<file path="src/rtl/prio_irq_pkg.sv">
package prio_irq_pkg;
  localparam int SRC_IDX_W = 6;
  localparam int PRIO_W    = 4;
  localparam int VEC_W     = 8;
  localparam int NUM_DB    = 4;
  localparam int DATA_W    = 32;

  // field positions inside a source word and the configuration word
  localparam int MASK_BIT    = 31;
  localparam int POL_BIT     = 23;
  localparam int LVL_BIT     = 22;
  localparam int PRIO_LSB    = 16;
  localparam int CASCADE_BIT = 29;

  // word offsets (byte address / 4)
  localparam int W_CFG  = 0;
  localparam int W_SPUR = 1;
  localparam int W_TASK = 2;
  localparam int W_ACK  = 3;
  localparam int W_EOI  = 4;
  localparam int W_DB   = 8;
  localparam int W_VP   = 16;

  typedef struct packed {
    logic                  vpWe;
    logic [SRC_IDX_W-1:0]  vpIdx;
    logic                  wMask;
    logic                  wPol;
    logic                  wLvl;
    logic [PRIO_W-1:0]     wPrio;
    logic [VEC_W-1:0]      wVec;
    logic [NUM_DB-1:0]     dbSet;
    logic                  ackTake;
    logic [SRC_IDX_W-1:0]  ackIdx;
  } ctl_strobe_t;
endpackage

</file>
<file path="src/rtl/irq_datapath.sv">
module irq_datapath
  import prio_irq_pkg::*;
#(
  parameter int NUM_EXT = 4,
  parameter int NUM_TMR = 2,
  localparam int NSRC   = NUM_EXT + NUM_TMR + NUM_DB
) (
  input  logic                 clk,
  input  logic                 rstN,
  input  ctl_strobe_t          strb,
  input  logic                 cascadeEn,
  input  logic [NUM_EXT-1:0]   extIrq,
  input  logic [NUM_TMR-1:0]   tmrEvt,
  input  logic [NSRC-1:0]      inService,
  input  logic [SRC_IDX_W-1:0] vpRdIdx,
  output logic [DATA_W-1:0]    vpRdata,
  output logic                 bestValid,
  output logic [SRC_IDX_W-1:0] bestIdx,
  output logic [PRIO_W-1:0]    bestPrio,
  output logic [VEC_W-1:0]     bestVec
);

  logic [NSRC-1:0]   maskQ, polQ, lvlQ, rawPend, eligible;
  logic [PRIO_W-1:0] prioQ [NSRC];
  logic [VEC_W-1:0]  vecQ  [NSRC];

  for (genvar gi = 0; gi < NSRC; gi++) begin : g_src
    logic selWr, ackHit;
    assign selWr  = strb.vpWe && (strb.vpIdx == SRC_IDX_W'(gi));
    assign ackHit = strb.ackTake && (strb.ackIdx == SRC_IDX_W'(gi));

    always_ff @(posedge clk) begin
      if (!rstN) begin
        maskQ[gi] <= 1'b1;
        polQ[gi]  <= 1'b0;
        lvlQ[gi]  <= 1'b0;
        prioQ[gi] <= '0;
        vecQ[gi]  <= VEC_W'(gi);
      end else if (selWr) begin
        maskQ[gi] <= strb.wMask;
        polQ[gi]  <= strb.wPol;
        lvlQ[gi]  <= strb.wLvl;
        prioQ[gi] <= strb.wPrio;
        vecQ[gi]  <= strb.wVec;
      end
    end

    if (gi < NUM_EXT) begin : g_ext
      logic inQ, inPrev, edgeQ, effLvl, effPol, edgeSeen;
      if (gi == 0) begin : g_casc
        assign effLvl = lvlQ[gi] | cascadeEn;
        assign effPol = polQ[gi] | cascadeEn;
      end else begin : g_plain
        assign effLvl = lvlQ[gi];
        assign effPol = polQ[gi];
      end
      assign edgeSeen = effPol ? (inQ & ~inPrev) : (~inQ & inPrev);

      always_ff @(posedge clk) begin
        if (!rstN) begin
          inQ    <= 1'b0;
          inPrev <= 1'b0;
          edgeQ  <= 1'b0;
        end else begin
          inQ    <= extIrq[gi];
          inPrev <= inQ;
          if (effLvl)        edgeQ <= 1'b0;
          else if (edgeSeen) edgeQ <= 1'b1;
          else if (ackHit)   edgeQ <= 1'b0;
        end
      end
      assign rawPend[gi] = effLvl ? (effPol ? inQ : ~inQ) : edgeQ;

      // a latched edge is only dropped by its acknowledge or a switch to level sense
      p_edge_hold_r8: assert property (@(posedge clk) disable iff (!rstN)
        $fell(edgeQ) |-> ($past(ackHit) || $past(effLvl)));
    end else begin : g_int
      logic evt, pendQ;
      if (gi < NUM_EXT + NUM_TMR) begin : g_tmr
        assign evt = tmrEvt[gi-NUM_EXT];
      end else begin : g_db
        assign evt = strb.dbSet[gi-NUM_EXT-NUM_TMR];
      end
      always_ff @(posedge clk) begin
        if (!rstN)       pendQ <= 1'b0;
        else if (evt)    pendQ <= 1'b1;
        else if (ackHit) pendQ <= 1'b0;
      end
      assign rawPend[gi] = pendQ;
    end
  end

  assign eligible = rawPend & ~maskQ & ~inService;

  // highest priority wins, strict compare keeps the lowest index on ties
  always_comb begin
    bestValid = 1'b0;
    bestIdx   = '0;
    bestPrio  = '0;
    bestVec   = '0;
    for (int i = 0; i < NSRC; i++) begin
      if (eligible[i] && (!bestValid || prioQ[i] > bestPrio)) begin
        bestValid = 1'b1;
        bestIdx   = SRC_IDX_W'(i);
        bestPrio  = prioQ[i];
        bestVec   = vecQ[i];
      end
    end
  end

  always_comb begin
    vpRdata = '0;
    for (int i = 0; i < NSRC; i++) begin
      if (vpRdIdx == SRC_IDX_W'(i)) begin
        vpRdata[MASK_BIT]             = maskQ[i];
        vpRdata[POL_BIT]              = polQ[i];
        vpRdata[LVL_BIT]              = lvlQ[i];
        vpRdata[PRIO_LSB +: PRIO_W]   = prioQ[i];
        vpRdata[VEC_W-1:0]            = vecQ[i];
      end
    end
  end

  logic bestMasked, bestBusy;
  always_comb begin
    bestMasked = 1'b0;
    bestBusy   = 1'b0;
    for (int i = 0; i < NSRC; i++) begin
      if (bestIdx == SRC_IDX_W'(i)) begin
        bestMasked = maskQ[i];
        bestBusy   = inService[i];
      end
    end
  end

  // the arbitration winner never carries a set mask bit
  p_mask_r2: assert property (@(posedge clk) disable iff (!rstN)
    bestValid |-> !bestMasked);
  // a source already in service is never offered again
  p_busy_r3: assert property (@(posedge clk) disable iff (!rstN)
    bestValid |-> !bestBusy);

endmodule

</file>
<file path="src/rtl/irq_control.sv">
module irq_control
  import prio_irq_pkg::*;
#(
  parameter int NSRC     = 10,
  parameter int ADDR_W   = 8,
  parameter int IS_DEPTH = 16,
  localparam int DEPTH_W = $clog2(IS_DEPTH + 1),
  localparam int WORD_W  = ADDR_W - 2
) (
  input  logic                 clk,
  input  logic                 rstN,
  input  logic                 busReq,
  input  logic                 busWe,
  input  logic [ADDR_W-1:0]    busAddr,
  input  logic [DATA_W-1:0]    busWdata,
  output logic [DATA_W-1:0]    busRdata,
  output logic                 busRvalid,
  input  logic                 bestValid,
  input  logic [SRC_IDX_W-1:0] bestIdx,
  input  logic [PRIO_W-1:0]    bestPrio,
  input  logic [VEC_W-1:0]     bestVec,
  input  logic [DATA_W-1:0]    vpRdata,
  output ctl_strobe_t          strb,
  output logic [SRC_IDX_W-1:0] vpRdIdx,
  output logic                 cascadeEn,
  output logic [NSRC-1:0]      inService,
  output logic                 irq
);

  logic [WORD_W-1:0]    wordAddr, vpOff;
  logic                 rd, wr, isVp, ackRd, ackTake, eoiWr, qualify;
  logic [PRIO_W-1:0]    taskQ, curPrio, prevPrio;
  logic [VEC_W-1:0]     spurQ;
  logic                 cascadeQ, irqQ, rvalidQ;
  logic [DATA_W-1:0]    rdataQ, rdMux;
  logic [DEPTH_W-1:0]   depth;
  logic [SRC_IDX_W-1:0] stIdx  [IS_DEPTH];
  logic [PRIO_W-1:0]    stPrio [IS_DEPTH];

  assign wordAddr = busAddr[ADDR_W-1:2];
  assign rd       = busReq && !busWe;
  assign wr       = busReq && busWe;
  assign isVp     = (int'(wordAddr) >= W_VP) && (int'(wordAddr) < W_VP + NSRC);
  assign vpOff    = wordAddr - WORD_W'(W_VP);
  assign vpRdIdx  = SRC_IDX_W'(vpOff);

  // priorities of the top two in-service entries
  always_comb begin
    curPrio  = '0;
    prevPrio = '0;
    for (int k = 0; k < IS_DEPTH; k++) begin
      if (depth == DEPTH_W'(k + 1)) curPrio  = stPrio[k];
      if (depth == DEPTH_W'(k + 2)) prevPrio = stPrio[k];
    end
  end

  always_comb begin
    inService = '0;
    for (int k = 0; k < IS_DEPTH; k++) begin
      for (int s = 0; s < NSRC; s++) begin
        if ((DEPTH_W'(k) < depth) && (stIdx[k] == SRC_IDX_W'(s))) inService[s] = 1'b1;
      end
    end
  end

  assign qualify = bestValid && (bestPrio > taskQ) &&
                   ((depth == '0) || (bestPrio > curPrio)) &&
                   (depth < DEPTH_W'(IS_DEPTH));
  assign ackRd   = rd && (wordAddr == WORD_W'(W_ACK));
  assign ackTake = ackRd && qualify;
  assign eoiWr   = wr && (wordAddr == WORD_W'(W_EOI)) && (depth != '0);

  always_comb begin
    strb.vpWe    = wr && isVp;
    strb.vpIdx   = vpRdIdx;
    strb.wMask   = busWdata[MASK_BIT];
    strb.wPol    = busWdata[POL_BIT];
    strb.wLvl    = busWdata[LVL_BIT];
    strb.wPrio   = busWdata[PRIO_LSB +: PRIO_W];
    strb.wVec    = busWdata[VEC_W-1:0];
    for (int n = 0; n < NUM_DB; n++)
      strb.dbSet[n] = wr && (wordAddr == WORD_W'(W_DB + n)) && busWdata[0];
    strb.ackTake = ackTake;
    strb.ackIdx  = bestIdx;
  end

  always_comb begin
    rdMux = '0;
    if (ackRd)                               rdMux = ackTake ? DATA_W'(bestVec) : DATA_W'(spurQ);
    else if (isVp)                           rdMux = vpRdata;
    else if (wordAddr == WORD_W'(W_CFG))     rdMux[CASCADE_BIT] = cascadeQ;
    else if (wordAddr == WORD_W'(W_SPUR))    rdMux = DATA_W'(spurQ);
    else if (wordAddr == WORD_W'(W_TASK))    rdMux = DATA_W'(taskQ);
  end

  always_ff @(posedge clk) begin
    if (!rstN) begin
      taskQ    <= '0;
      spurQ    <= '1;
      cascadeQ <= 1'b0;
      irqQ     <= 1'b0;
      rvalidQ  <= 1'b0;
      rdataQ   <= '0;
      depth    <= '0;
      for (int k = 0; k < IS_DEPTH; k++) begin
        stIdx[k]  <= '0;
        stPrio[k] <= '0;
      end
    end else begin
      irqQ    <= qualify && !ackTake;
      rvalidQ <= rd;
      if (rd) rdataQ <= rdMux;
      if (wr && (wordAddr == WORD_W'(W_TASK))) taskQ    <= busWdata[PRIO_W-1:0];
      if (wr && (wordAddr == WORD_W'(W_SPUR))) spurQ    <= busWdata[VEC_W-1:0];
      if (wr && (wordAddr == WORD_W'(W_CFG)))  cascadeQ <= busWdata[CASCADE_BIT];
      if (ackTake) begin
        for (int k = 0; k < IS_DEPTH; k++) begin
          if (depth == DEPTH_W'(k)) begin
            stIdx[k]  <= bestIdx;
            stPrio[k] <= bestPrio;
          end
        end
        depth <= depth + 1'b1;
      end else if (eoiWr) begin
        depth <= depth - 1'b1;
      end
    end
  end

  assign busRdata  = rdataQ;
  assign busRvalid = rvalidQ;
  assign cascadeEn = cascadeQ;
  assign irq       = irqQ;

  // the in-service stack never grows past its depth
  p_no_overflow_r7: assert property (@(posedge clk) disable iff (!rstN)
    depth <= DEPTH_W'(IS_DEPTH));
  // nested entries have strictly rising priority
  p_nest_order_r7: assert property (@(posedge clk) disable iff (!rstN)
    (depth >= DEPTH_W'(2)) |-> (curPrio > prevPrio));
  // a taken acknowledge pushes exactly one entry
  p_push_r4: assert property (@(posedge clk) disable iff (!rstN)
    ackTake |=> (depth == $past(depth) + 1'b1));
  // an end-of-interrupt on a non-empty stack pops one entry
  p_pop_r6: assert property (@(posedge clk) disable iff (!rstN)
    eoiWr |=> (depth == $past(depth) - 1'b1));
  // read data is flagged valid one cycle after the request
  p_rvalid_r12: assert property (@(posedge clk) disable iff (!rstN)
    rd |=> busRvalid);
  // the request line drops right after its source is acknowledged
  p_irq_drop_r3: assert property (@(posedge clk) disable iff (!rstN)
    ackTake |=> !irq);

endmodule

</file>
<file path="src/rtl/prio_irq_ctrl.sv">
module prio_irq_ctrl
  import prio_irq_pkg::*;
#(
  parameter int NUM_EXT  = 4,
  parameter int NUM_TMR  = 2,
  parameter int ADDR_W   = 8,
  parameter int IS_DEPTH = 16
) (
  input  logic               clk,
  input  logic               rstN,
  input  logic               busReq,
  input  logic               busWe,
  input  logic [ADDR_W-1:0]  busAddr,
  input  logic [31:0]        busWdata,
  output logic [31:0]        busRdata,
  output logic               busRvalid,
  input  logic [NUM_EXT-1:0] extIrq,
  input  logic [NUM_TMR-1:0] tmrEvt,
  output logic               irq
);
  localparam int NSRC = NUM_EXT + NUM_TMR + NUM_DB;

  ctl_strobe_t          strb;
  logic                 cascadeEn, bestValid;
  logic [NSRC-1:0]      inService;
  logic [SRC_IDX_W-1:0] vpRdIdx, bestIdx;
  logic [PRIO_W-1:0]    bestPrio;
  logic [VEC_W-1:0]     bestVec;
  logic [DATA_W-1:0]    vpRdata;

  irq_control #(.NSRC(NSRC), .ADDR_W(ADDR_W), .IS_DEPTH(IS_DEPTH)) u_ctl (
    .clk(clk), .rstN(rstN), .busReq(busReq), .busWe(busWe), .busAddr(busAddr),
    .busWdata(busWdata), .busRdata(busRdata), .busRvalid(busRvalid),
    .bestValid(bestValid), .bestIdx(bestIdx), .bestPrio(bestPrio), .bestVec(bestVec),
    .vpRdata(vpRdata), .strb(strb), .vpRdIdx(vpRdIdx), .cascadeEn(cascadeEn),
    .inService(inService), .irq(irq)
  );

  irq_datapath #(.NUM_EXT(NUM_EXT), .NUM_TMR(NUM_TMR)) u_dp (
    .clk(clk), .rstN(rstN), .strb(strb), .cascadeEn(cascadeEn),
    .extIrq(extIrq), .tmrEvt(tmrEvt), .inService(inService), .vpRdIdx(vpRdIdx),
    .vpRdata(vpRdata), .bestValid(bestValid), .bestIdx(bestIdx),
    .bestPrio(bestPrio), .bestVec(bestVec)
  );
endmodule

</file>
<file path="config.mk">
export PLATFORM = sky130hd
export DESIGN_NAME = prio_irq_ctrl
export DESIGN_NICKNAME = d
export VERILOG_FILES = /design/src/rtl/prio_irq_pkg.sv /design/src/rtl/irq_datapath.sv /design/src/rtl/irq_control.sv /design/src/rtl/prio_irq_ctrl.sv
export SDC_FILE = /design/constraint.sdc
export NUM_CORES = 1
export LEC_CHECK = 0
export BUFFER_PORTS_ARGS = -buffer_cell sky130_fd_sc_hd__buf_2
export CORE_AREA = 2 2 223 225
export DETAILED_ROUTE_END_ITERATION = 10
export DIE_AREA = 0 0 225 227
export PLACE_DENSITY = 0.59
export SYNTH_ARGS = -nofsm -noshare
export SYNTH_HDL_FRONTEND = slang
export SYNTH_SLANG_ARGS = --single-unit
</file>
<file path="constraint.sdc">
create_clock -name clk -period 23.5 [get_ports clk]
set_clock_uncertainty 0.2 [all_clocks]
set_input_delay 1.175 -clock clk [delete_from_list [all_inputs] [get_ports clk]]
set_output_delay 1.175 -clock clk [all_outputs]
set_load 0.005 [all_outputs]
</file>
==> results.cfg, run 1 <==
[status]
outcome = completed

[cells_and_area]
nFillCells = 4682
syn2layout_area_growth_pct = 11.4
layout.cells.most_common_list = edfxtp_1 (248), nor2_1 (214), nand2_1 (171), and2_1 (135), a21oi_1 (123)
fin_util_pct = 44.3
drive_gt1_share_pct = 11.1
design_area_mm2 = 0.0215
final_cells = 2692
nets = 2136
final_common_cell = edfxtp_1

[clock_network]
htreeDepth = 2
cts_tree = yes
clk_pin_slew_worst_paths_ns = 0.06
clkSinkCount = 332
ctsHoldBuffers = 0
cts_made_buffers = 38
cts_buffer_depth = 3
clockRootBuffer = clkbuf_16
clkLatencyLatePin_ns = 0.58

[detailed_routing]
drtPass1Iterations = 6
wl_um = 70000
ant_nets = 0
drt_iter0_markers = 2051
wl_per_cell_um = 26.0
avgViaCountPerCell = 6.24
vias = 16800
drc = 0

[grt]
grt_pass1_wl_um = 103000
first_global_vias = 16300
track_usage_pct = 27.3
antenna_found_initial = 0
grt_max_degree = 50
overflow = 0

[sta]
fin_crit_ns = 22.00
max_slew_margin_pct = 16.4
fin_ws_ns = 1.50
worst_slew_pin_slew_ns = 1.24
drv_slew = 0
rsz0062_at_grt = true
timing.final.crit_share_pct = 93.6
finalSetupViolCount = 0
max_clock_freq_ghz = 0.0455
hold_viol = 0

[setup_path]
cp_slowest_stage_delay_ns = 1.06
reg2reg_to = u_ctl.stPrio[5][3]
rrSetupSlack_ns = 1.50
path_common_cell = ha_1
cp.required_ns = 23.48
cp-start-kind = flip-flop
worst-path-max-fanout = 27
end_kind = flip-flop
crit_slowest_cell = o21ai_0
worst-r2r-cell-count = 99
r2r_start = u_ctl.depth[1]
path_class = reg -> reg
arrival_ns = 21.98

[placement]
place_congestion = 0.998
dp_hpwl_um = 52300
dpl-instance-area_mm2 = 0.0202
placed_cells = 2620
port_buffers = 49
pre_cts_slack_ns = 0.757

[die]
ios = 84
die-area_mm2 = 0.0511
core-area_mm2 = 0.0485
die_w_um = 225
num_rows = 81
start_util_pct = 39.8
die_h_um = 227

[synth]
avgSynthCellArea_um2 = 9.59
yosysSeqAreaShare_pct = 47.3
synth-simple-area-share_pct = 24.1
synth_area_leaders = edfxtp_1 (39%), dfxtp_1 (8.7%), and2_1 (4.4%), nor2_1 (4.2%), nand2_1 (3.3%)
synth_mux_area_share_pct = 1.97
synthXorXnorAreaFrac_pct = 0.272
synth_top_family_by_area = simple AND/OR/NAND/NOR gates
synth-seq-cells = 332
syn_inst = 2015
ys.flop_type = edfxtp_1
synth_cell_types = 102
syn_area_mm2 = 0.0193
synth_fa_ha_area_share_pct = 3.04
async_flop_share_pct = 0
synth_warnings = 0
synth_top_cell_by_area = edfxtp_1
synth_compound_area_share_pct = 19.1
synth_top_area_share_pct = 38.6
synth_edf_count = 248

[min_path]
worstHoldStart = u_ctl.busRdata[29]
whs_path_depth = 2
holdCritPathClass = reg -> reg
holdPathEnd = u_ctl.busRdata[29]

[job]
maxCapViolations = 0

[power_and_ir_drop]
power_density_mw_per_mm2 = 61.9
power.leakage_nw = 7.52
vdd_drop_max_v = 0.0000566
power_mw = 1.33
==> metrics by stage <==
stage	hold slack, ns	TNS (ns)
2_1_floorplan	0.238	0
3_5_place_dp	0.246	0
3_3_place_gp	0.248	0
4_1_cts	0.252	0
6_report	0.251	0
5_1_grt	0.268	-0.283
==> routing by layer <==
metal  routed length [um]  share of wire, %  track usage, %  up-vias
li1                     -                 -               -     7652
met1                28500                41            34.4     8279
met2                34200                49            47.7      701
met3                 4330               6.2            3.16      162
met4                 2930               4.2            11.1        0
met5                    0                 0               0        -
==> worst max-delay path, delay by kind of cell (launching register included) <==
kind | cells | cell delay, ns
buffers and inverters | 9 | 2.26
muxes | 3 | 1.12
DFF | 1 | 0.39
and+or+nand+nor | 32 | 6.09
adders and majority gates | 10 | 2.90
AOI/OAI and AO/OA | 45 | 8.58
==> report_power, final <==
part | internal [mW] | leakage (nW) | total [mW] | switching [mW]
registers | 0.649 | 3.15 | 0.666 | 0.0170
clock network | 0.345 | 0.614 | 0.601 | 0.256
logic | 0.0195 | 3.76 | 0.0652 | 0.0457
total | 1.01 | 7.52 | 1.33 | 0.319
==> registers in the layout, summed over array words and instances, names as in the netlist, 5 cells and up <==
name and cells:
u_ctl.busRdata 16, u_ctl.depth 5, u_ctl.spurQ 8, u_ctl.stIdx 64, u_ctl.stPrio 64, u_dp.g_src.g_int.pendQ 6, u_dp.lvlQ 7, u_dp.maskQ 10
u_dp.polQ 7, u_dp.prioQ 40, u_dp.vecQ 80
==> cell usage after synthesis, types with 12 or more instances <==
| cell type | n |
|---|---|
| a211oi_1 | 20 |
| nor2_1 | 215 |
| nand2b_1 | 29 |
| o2111ai_1 | 15 |
| o22ai_1 | 22 |
| a31oi_1 | 22 |
| nand3_1 | 78 |
| and2_1 | 135 |
| o21a_1 | 16 |
| or2_2 | 12 |
| and3_1 | 18 |
| nor2b_1 | 52 |
| a22o_1 | 24 |
| nand2_1 | 171 |
| a221oi_1 | 21 |
| nand4_1 | 30 |
| inv_1 | 58 |
| buf_2 | 21 |
| a21oi_1 | 123 |
| dfxtp_1 | 84 |
| nand4b_1 | 13 |
| buf_1 | 13 |
| a21o_1 | 18 |
| or3_1 | 23 |
| nor4_1 | 30 |
| edfxtp_1 | 248 |
| o21ai_0 | 67 |
| a211o_1 | 14 |
| nor3_1 | 26 |
| a22oi_1 | 30 |
| buf_4 | 17 |
| clkbuf_1 | 80 |
| ha_1 | 47 |
==> how the worst max path moves through the flow <==
stage,cells past startpoint,start,to
CTS,101,u_ctl.depth[0],u_ctl.stIdx[1][8]
floorplan,111,u_ctl.depth[1],u_ctl.stIdx[1][30]
global placement,99,u_ctl.depth[0],u_ctl.stIdx[1][8]
global route,101,u_ctl.depth[1],u_ctl.stPrio[5][2]
detailed placement,101,u_ctl.depth[0],u_ctl.stIdx[1][7]
finish,99,u_ctl.depth[1],u_ctl.stPrio[5][3]
==> what timing repair did <==
item / CTS / global route
buffers inserted: 0 / 1
gates resized for setup: 0 / 17
hold endpoints to repair: 0 / 0
setup endpoints to repair: 0 / 219
==> area by class of cell <==
type	instances	area, um2	area share, %
well taps	622	778	3.62
clock inverters	17	146	0.680
repair buffers	101	636	2.95
diodes	1	2.50	0.0116
clock buffers	53	1110	5.16
flip-flops and latches	332	9130	42.4
multi-input cells	1506	9490	44.1
inverters	60	229	1.06
==> logic make-up (layout without fill, tap and decap cells) <==
family                     after synthesis  after routing
and+or+nand+nor                        889            889
AOI/OAI and AO/OA                      522            522
DFF                                    332            332
buffers and inverters                  192            231
adders and majority gates               47             47
muxes                                   26             26
xor gates and xnor gates                 6              6
other                                    1             17
(Power assumes the default switching activity.)
==> inputs of run 2 (changes only) <==
Settings changed: BUFFER_PORTS_ARGS -buffer_cell sky130_fd_sc_hd__buf_2 to unset, CORE_AREA 2 2 223 225 to 2 2 213 215, DIE_AREA 0 0 225 227 to 0 0 215 217, DONT_BUFFER_PORTS set to 1, PLACE_DENSITY 0.59 to 0.62.
==> run 2 against run 1 <==
Sequential share of layout area increased by 0.45 points. Final cell count shrank 2.7%. Clock-buffer cell count increased by 7. Die area decreased by 8.7%. Critical endpoint is now u_dp.g_src[2].g_ext.edgeQ.
==> results.cfg, run 2 (synthesis results as in run 1) <==
[placement]
dpl-instance-area_mm2 = 0.0199
place_congestion = 0.979
placed_cells = 2547
port_buffers = 0
dp_hpwl_um = 52500

[sta]
max_clock_freq_ghz = 0.0452
rsz0062_at_grt = false
fin_crit_ns = 22.10
finalSetupViolCount = 0
worst_slew_pin_slew_ns = 1.29
drv_slew = 0
timing.final.crit_share_pct = 94.1
finalSetupTns_ns = 0
hold_viol = 0
max_slew_margin_pct = 12.9

[min_path]
worstHoldStart = u_ctl.busRdata[29]
holdCritPathClass = reg -> reg
whs_path_depth = 2
holdPathEnd = u_ctl.busRdata[29]

[die]
ios = 84
die_h_um = 217
num_rows = 78
die_w_um = 215
core-area_mm2 = 0.0447
start_util_pct = 43.2
die-area_mm2 = 0.0467

[setup_path]
arrival_ns = 22.31
cp-start-kind = flip-flop
cpLargestDelayFamily = compound AO/OA/AOI/OAI gates
path_class = reg -> reg
cp.required_ns = 23.71
crit_slowest_cell = dfxtp_1
reg2reg_to = u_dp.g_src[2].g_ext.edgeQ
cp_slowest_stage_delay_ns = 0.51
r2r_start = u_ctl.depth[2]
rrSetupSlack_ns = 1.40
worst-r2r-cell-count = 100
end_kind = flip-flop
worst-path-max-fanout = 24
path_common_cell = ha_1
critPathBufInv = 10

[detailed_routing]
drtPass1Iterations = 7
wl_um = 70400
drt_iter0_markers = 2006
ant_nets = 0
avgViaCountPerCell = 6.40
drc = 0
vias = 16800
wl_per_cell_um = 26.9

[cells_and_area]
final_cells = 2620
regMostFlops = u_dp.vecQ
design_area_mm2 = 0.0213
layout.cells.most_common_list = edfxtp_1 (248), nor2_1 (214), nand2_1 (171), and2_1 (135), a21oi_1 (123)
nFillCells = 4294
largest_register_ffs = 80
syn2layout_area_growth_pct = 10.3
final_common_cell = edfxtp_1
drive_gt1_share_pct = 8.81
reg_top3 = u_dp.vecQ (80), u_ctl.stIdx (64), u_ctl.stPrio (64)
antenna_cells = 0
nets = 2087

[power_and_ir_drop]
power_switching_share_pct = 23.0
power.clock.fraction_pct = 46.1
p_comb_share_pct = 3.9
power_density_mw_per_mm2 = 62.6
power.leakage_nw = 7.32
seqPwrFrac_pct = 50.0
vdd_drop_max_v = 0.0000518
p_int_mw = 1.03
switching_power_mw = 0.306

[grt]
antenna_found_initial = 2
first_global_vias = 16100
overflow = 0
grt_max_degree = 50
track_usage_pct = 29.6
grt_pass1_wl_um = 103000

[clock_network]
cts_tree = yes
clkLatencyLatePin_ns = 0.57
cts_made_buffers = 38
htreeDepth = 2
clkSinkCount = 332
clockRootBuffer = clkbuf_16
cts_buffer_depth = 3
clk_pin_slew_worst_paths_ns = 0.06

[status]
outcome = completed

[job]
maxCapViolations = 0
## run 2: cell types whose count changed in the layout (fill, tap and decap cells not counted), sizes merged
cell,delta
buf,-49
clkbuf,+7
clkinvlp,-3
inv,-3
clkinv,-1
diode,-1
## run 2: worst max-delay path by stage
stage / start / endpoint / slack, ns / cells after the start
4_1_cts: u_ctl.depth[0] / u_ctl.stPrio[9][2] / 0.36 / 101
3_3_place_gp: u_ctl.depth[0] / u_ctl.stIdx[0][37] / 0.81 / 98
3_5_place_dp: u_ctl.depth[0] / u_ctl.stIdx[0][36] / 0.45 / 98
2_1_floorplan: u_ctl.depth[1] / u_ctl.stIdx[1][30] / 3.59 / 111
5_1_grt: u_ctl.depth[2] / u_ctl.stPrio[9][2] / 0.06 / 100
6_report: u_ctl.depth[2] / u_dp.g_src[2].g_ext.edgeQ / 1.40 / 100
## run 2: worst register-to-register path: cells and delay by family (launching register included)
family	cells	cell delay (ns)
buffers and inverters	10	2.61
and+or+nand+nor	32	6.49
AOI/OAI and AO/OA	46	8.46
muxes	2	0.77
adders and majority gates	10	2.90
DFF	1	0.51
## run 2: cell type report
type / count / area (um2) / share of cell area [%]
Tap cell: 600 / 751 / 3.52
Sequential cell: 332 / 9130 / 42.9
Inverter: 60 / 229 / 1.08
Clock buffer: 60 / 1190 / 5.59
Timing Repair Buffer: 52 / 390 / 1.83
Clock inverter: 10 / 90.1 / 0.423
Multi-Input combinational cell: 1506 / 9520 / 44.7
## run 2: per-layer routing
layer | global-route usage [%] | up-vias | wire (um)
met1 | 36.5 | 8236 | 27800
met2 | 50.2 | 783 | 33300
met3 | 4.33 | 199 | 5140
li1 | - | 7535 | -
met5 | 0 | - | 13
met4 | 15.9 | 2 | 4130
## run 2: power by group through the flow
| stage | Sequential, mW | Clock, mW | Combinational (mW) |
|---|---|---|---|
| floorplan | 0.670 | 0 | 0.0412 |
| global placement | 0.678 | 0 | 0.0508 |
| detailed placement | 0.678 | 0 | 0.0518 |
| CTS | 0.666 | 0.617 | 0.0521 |
| global route | 0.668 | 0.640 | 0.0567 |
| finish | 0.666 | 0.614 | 0.0527 |
## run 2: timing repair
item                                    CTS  global route
endpoints found under the setup margin    0           227
hold buffers                              0             0
gates resized for setup                   0            17
setup buffers                             0             3
## run 2: per-stage QoR
step           total power [mW]  setup slack, ns  hold WS (ns)  utilization (%)
6_report                   1.33             1.40         0.277             47.7
5_1_grt                    1.36           0.0637         0.292             47.7
4_1_cts                    1.34            0.359         0.275             47.4
3_5_place_dp              0.730            0.451         0.261             44.6
3_3_place_gp              0.729            0.814         0.248             44.6
2_1_floorplan             0.711             3.59         0.238                -
